<file path="src/rtl/hvac_seq.sv">
module hvac_seq #(
  parameter int TW      = 4,
  parameter int BAND    = 2,
  parameter int ON_DLY  = 4,
  parameter int OFF_DLY = 2
) (
  input  logic          clk,
  input  logic          rst,
  input  logic          mode_num,
  input  logic          above_lo,
  input  logic          above_hi,
  input  logic [TW-1:0] setpt,
  input  logic [TW-1:0] temp,
  output logic          heat,
  output logic          fan,
  output logic          err
);
  localparam int MAXD = (ON_DLY > OFF_DLY) ? ON_DLY : OFF_DLY;
  localparam int CW   = (MAXD > 1) ? $clog2(MAXD) : 1;
  localparam int XW   = TW + 2;

  typedef enum logic [1:0] {
    IDLE   = 2'b00,
    WARMUP = 2'b10,
    RUN    = 2'b11,
    COOL   = 2'b01
  } st_t;

  st_t           st;
  logic [CW-1:0] cnt;

  logic [XW-1:0] sp_x, t_x;
  assign sp_x = XW'(setpt);
  assign t_x  = XW'(temp);

  logic n_cold, n_warm, c_cold, c_warm, bad, cold, warm;
  assign n_cold = sp_x > t_x + XW'(BAND);
  assign n_warm = t_x > sp_x + XW'(BAND);
  assign c_cold = !above_lo && !above_hi;
  assign c_warm = above_lo && above_hi;
  assign bad    = !mode_num && !above_lo && above_hi;
  assign cold   = mode_num ? n_cold : c_cold;
  assign warm   = mode_num ? n_warm : c_warm;

  logic on_done, off_done;
  assign on_done  = cnt == CW'(ON_DLY - 1);
  assign off_done = cnt == CW'(OFF_DLY - 1);

  always_ff @(posedge clk) begin
    if (rst) begin
      st  <= IDLE;
      cnt <= '0;
      err <= 1'b0;
    end else begin
      err <= bad;
      if (!bad) begin
        unique case (st)
          IDLE: begin
            cnt <= '0;
            if (cold) st <= WARMUP;
          end
          WARMUP: begin
            if (warm) begin
              st  <= IDLE;
              cnt <= '0;
            end else if (on_done) begin
              st  <= RUN;
              cnt <= '0;
            end else begin
              cnt <= cnt + 1'b1;
            end
          end
          RUN: begin
            cnt <= '0;
            if (warm) st <= COOL;
          end
          COOL: begin
            if (cold) begin
              st  <= RUN;
              cnt <= '0;
            end else if (off_done) begin
              st  <= IDLE;
              cnt <= '0;
            end else begin
              cnt <= cnt + 1'b1;
            end
          end
          default: begin
            st  <= IDLE;
            cnt <= '0;
          end
        endcase
      end
    end
  end

  assign heat = st[1];
  assign fan  = st[0];

  assert_reset_clear_R1: assert property (@(posedge clk)
    rst |=> (!heat && !fan && !err));

  assert_cold_start_R2: assert property (@(posedge clk) disable iff (rst)
    (cold && !bad) |=> heat);

  assert_band_hold_R3: assert property (@(posedge clk) disable iff (rst)
    (!cold && !warm && !bad) |=> $stable(heat));

  assert_warm_stop_R4: assert property (@(posedge clk) disable iff (rst)
    (warm && !bad) |=> !heat);

  assert_reentry_R7: assert property (@(posedge clk) disable iff (rst)
    (!heat && fan && cold && !bad) |=> (heat && fan));

  assert_freeze_R8: assert property (@(posedge clk) disable iff (rst)
    bad |=> (err && $stable(heat) && $stable(fan)));

  assert_fan_rise_R11: assert property (@(posedge clk) disable iff (rst)
    $rose(fan) |-> heat);

  assert_fan_fall_R11: assert property (@(posedge clk) disable iff (rst)
    $fell(fan) |-> !heat);

  assert_no_early_fan_R10: assert property (@(posedge clk) disable iff (rst)
    (heat && !fan && warm && !bad) |=> (!heat && !fan));
endmodule

</file>
<file path="config.mk">
export PLATFORM = sky130hd
export DESIGN_NAME = hvac_seq
export DESIGN_NICKNAME = d
export VERILOG_FILES = /design/src/rtl/hvac_seq.sv
export SDC_FILE = /design/constraint.sdc
export NUM_CORES = 1
export LEC_CHECK = 0
export ABC_AREA = 1
export BUFFER_PORTS_ARGS = -buffer_cell sky130_fd_sc_hd__buf_2
export CORE_UTILIZATION = 48
export CTS_BUF_LIST = sky130_fd_sc_hd__clkbuf_4
export CTS_CLUSTER_SIZE = 16
export DETAILED_ROUTE_END_ITERATION = 6
export PLACE_DENSITY = 0.78
export SYNTH_ARGS = -nofsm -noshare
export SYNTH_HDL_FRONTEND = slang
export SYNTH_SLANG_ARGS = --single-unit
</file>
<file path="constraint.sdc">
create_clock -name clk -period 2.1 [get_ports clk]
set_clock_uncertainty 0.2 [all_clocks]
set_input_delay 0.42 -clock clk [delete_from_list [all_inputs] [get_ports clk]]
set_output_delay 0.42 -clock clk [all_outputs]
set_load 0.05 [all_outputs]
</file>
==> results.sh <==
export IMPL_place_area_um2=758
export IMPL_fp_dieH_um=38.2
export IMPL_synth_fp_nets=123
export IMPL_dp_hpwl_um=1140
export IMPL_hold_depth=2
export IMPL_grt_ovfl_total=0
export IMPL_port_buffers=15
export IMPL_crit_fanout=4
export IMPL_utilization=0.759
export IMPL_syn_area_um2=628
export IMPL_startpoint_type="primary input"
export IMPL_worstHoldStart="rst"
export IMPL_ys_ff_latch=5
export IMPL_grt_max_degree=7
export IMPL_regArea_um2=100
export IMPL_synthTopCellsByArea="ha_1, dfxtp_1, inv_1"
export IMPL_finalCritPeriodShare=0.993
export IMPL_r2r_worst_path_cells=10
export IMPL_power_density_nw_per_um2=744
export IMPL_rr_startpoint="cnt[1]"
export IMPL_r2r_setup_slack_ns=0.49
export IMPL_vias=678
export IMPL_fin_nets=148
export IMPL_coreArea_um2=1160
export IMPL_finalMaxSlewViolations=0
export IMPL_synth_edf_count=0
export IMPL_total_leakage_power_nw=0.487
export IMPL_whs_endpoint="err"
export IMPL_routed_wl_um=1450
export IMPL_ys_seq_area_frac=0.159
export IMPL_path_clk_slew_ns=0.04
export IMPL_critical_path_required_ns=2.04
export IMPL_drive_above_1_share=0.377
export IMPL_fin_tns_setup_ns=0
export IMPL_worst_hold_slack_ns=0.160
export IMPL_fin_area_um2=877
export IMPL_grt_pass1_wl_um=2120
export IMPL_dieArea_um2=1460
export IMPL_multi_input_area_um2=526
export IMPL_area_growth_pct=39.6
export IMPL_dp_cells=132
export IMPL_fillCellCount=95
export IMPL_drc=0
export IMPL_first_global_vias=563
export IMPL_netlist_top_cell_by_area="ha_1"
export IMPL_rr_endpoint="st[1]"
export IMPL_worstMarginPinSlew_ns=0.249
export IMPL_hp_class="primary input to flop"
export IMPL_clk_insertion_delay_late_ns=0.24
export IMPL_avgSynthCellArea_um2=6.41
export IMPL_synth_top_cell_area_share=0.239
export IMPL_final_instance_count_excl_fill=136
export IMPL_antenna_cells=0
export IMPL_syn_instance_count=98
export IMPL_layout_commonest_cell="inv_1"
export IMPL_cts_sinks=5
export IMPL_ys_flop_type="dfxtp_1"
export IMPL_postCtsResizedCells=0
export IMPL_cp_arrival_ns=2.02
export IMPL_peakVddDrop_mv=0.578
export IMPL_postCtsSetupBuffers=0
export IMPL_fmax_mhz=479
export IMPL_fp_dieW_um=38.2
export IMPL_grt_total_usage=0.203
export IMPL_finalSetupViolCount=0
export IMPL_crit_type="primary input to flop"
export IMPL_rsz0062_at_grt="true"
export IMPL_pre_cts_ws_ns=-0.226
export IMPL_cts_root_buffer="clkbuf_4"
export IMPL_wl_per_cell_um=10.7
export IMPL_min_period_ns=2.09
export IMPL_cp_end_kind="flop"
export IMPL_status="completed"
export IMPL_max_cap_viol_count=0
export IMPL_cts_buffers=3
export IMPL_drtPass1Iterations=4
export IMPL_gp_congestion=0.800
export IMPL_yosysUniqueCellTypes=20
export IMPL_rows=12
export IMPL_most_common_layout_cells="inv_1, nand2_1, buf_2"
export IMPL_start_util=0.543
export IMPL_tritoncts="done"
export IMPL_finalHoldViolations=0
export IMPL_setup_ws_ns=0.0138
export IMPL_ctsHtreeMaxLevel=1
export IMPL_max_slew_margin_rel=0.835
export IMPL_total_power_mw=0.652
export IMPL_cts_buffer_depth=2
export IMPL_synth_warning_count=0
export IMPL_grt_antenna_before_repair=0
export IMPL_drt_iter0_drc=11
export IMPL_antenna_left=0
export IMPL_async_flop_share=0
export IMPL_hold_buffers=0
export IMPL_ioPinCount=16
export IMPL_via_per_inst=4.99
-- Yosys cell counts, drive strengths merged (2+ instances only) --
master / instances
nand3: 9
dfxtp: 5
a21oi: 2
ha: 12
inv: 20
nor3: 2
nand2: 21
o21ai: 4
xnor2: 2
nand4: 2
nor2: 14
o21bai: 2
-- layout make-up --
class,instances,share of cell area
clock buffer,4,0.0342
tap,14,0.0200
multi-input combinational,73,0.599
inverter,20,0.0856
timing repair buffer,20,0.147
sequential,5,0.114
-- where the power goes --
group | internal [mW] | switching, mW | total (mW)
registers | 0.117 | 0.0231 | 0.140
logic | 0.150 | 0.240 | 0.390
clock network | 0.0846 | 0.0380 | 0.123
total | 0.351 | 0.301 | 0.652
-- per-layer routing --
layer,global-route usage,vias to the layer above,routed length (µm)
li1,-,362,-
met1,0.274,301,698
met5,0,-,0
met4,0,0,0
met2,0.343,15,699
met3,0.0523,0,52
-- sequential cells by signal (all words and copies together), names as in the netlist --
name	count
cnt	2
err	1
st	2
-- critical path, stage by stage --
cell and delay [ns]:
buf_8 0.10, ha_4 0.15, xnor2_2 0.12, ha_1 0.33
nand2_2 0.09, o21ai_2 0.14, nor2_2 0.07, nand2_4 0.08
nand2_2 0.04, nand2_1 0.05, nand2_1 0.06, or2_0 0.21
nor2_1 0.11, nor2_1 0.04
-- cell families after synthesis --
| logic type | after synthesis | share of synthesized area |
|---|---|---|
| buffers and inverters | 20 | 0.120 |
| flip-flops | 5 | 0.159 |
| AO/OA/AOI/OAI | 9 | 0.0817 |
| adder cells (fa/ha/maj) | 12 | 0.239 |
| AND/OR/NAND/NOR | 50 | 0.373 |
| XOR/XNOR | 2 | 0.0279 |
-- worst max-delay path by stage --
stage,startpoint,endpoint,slack [ns],cells after the start
2_1_floorplan,temp[1],st[1],0.02,13
3_3_place_gp,temp[1],st[1],-0.18,13
3_5_place_dp,temp[1],st[1],-0.23,14
4_1_cts,temp[1],st[1],0.03,14
5_1_grt,temp[2],st[1],-0.06,14
6_report,temp[2],st[1],0.01,14
No activity file was read; power rests on OpenSTA's default activity.
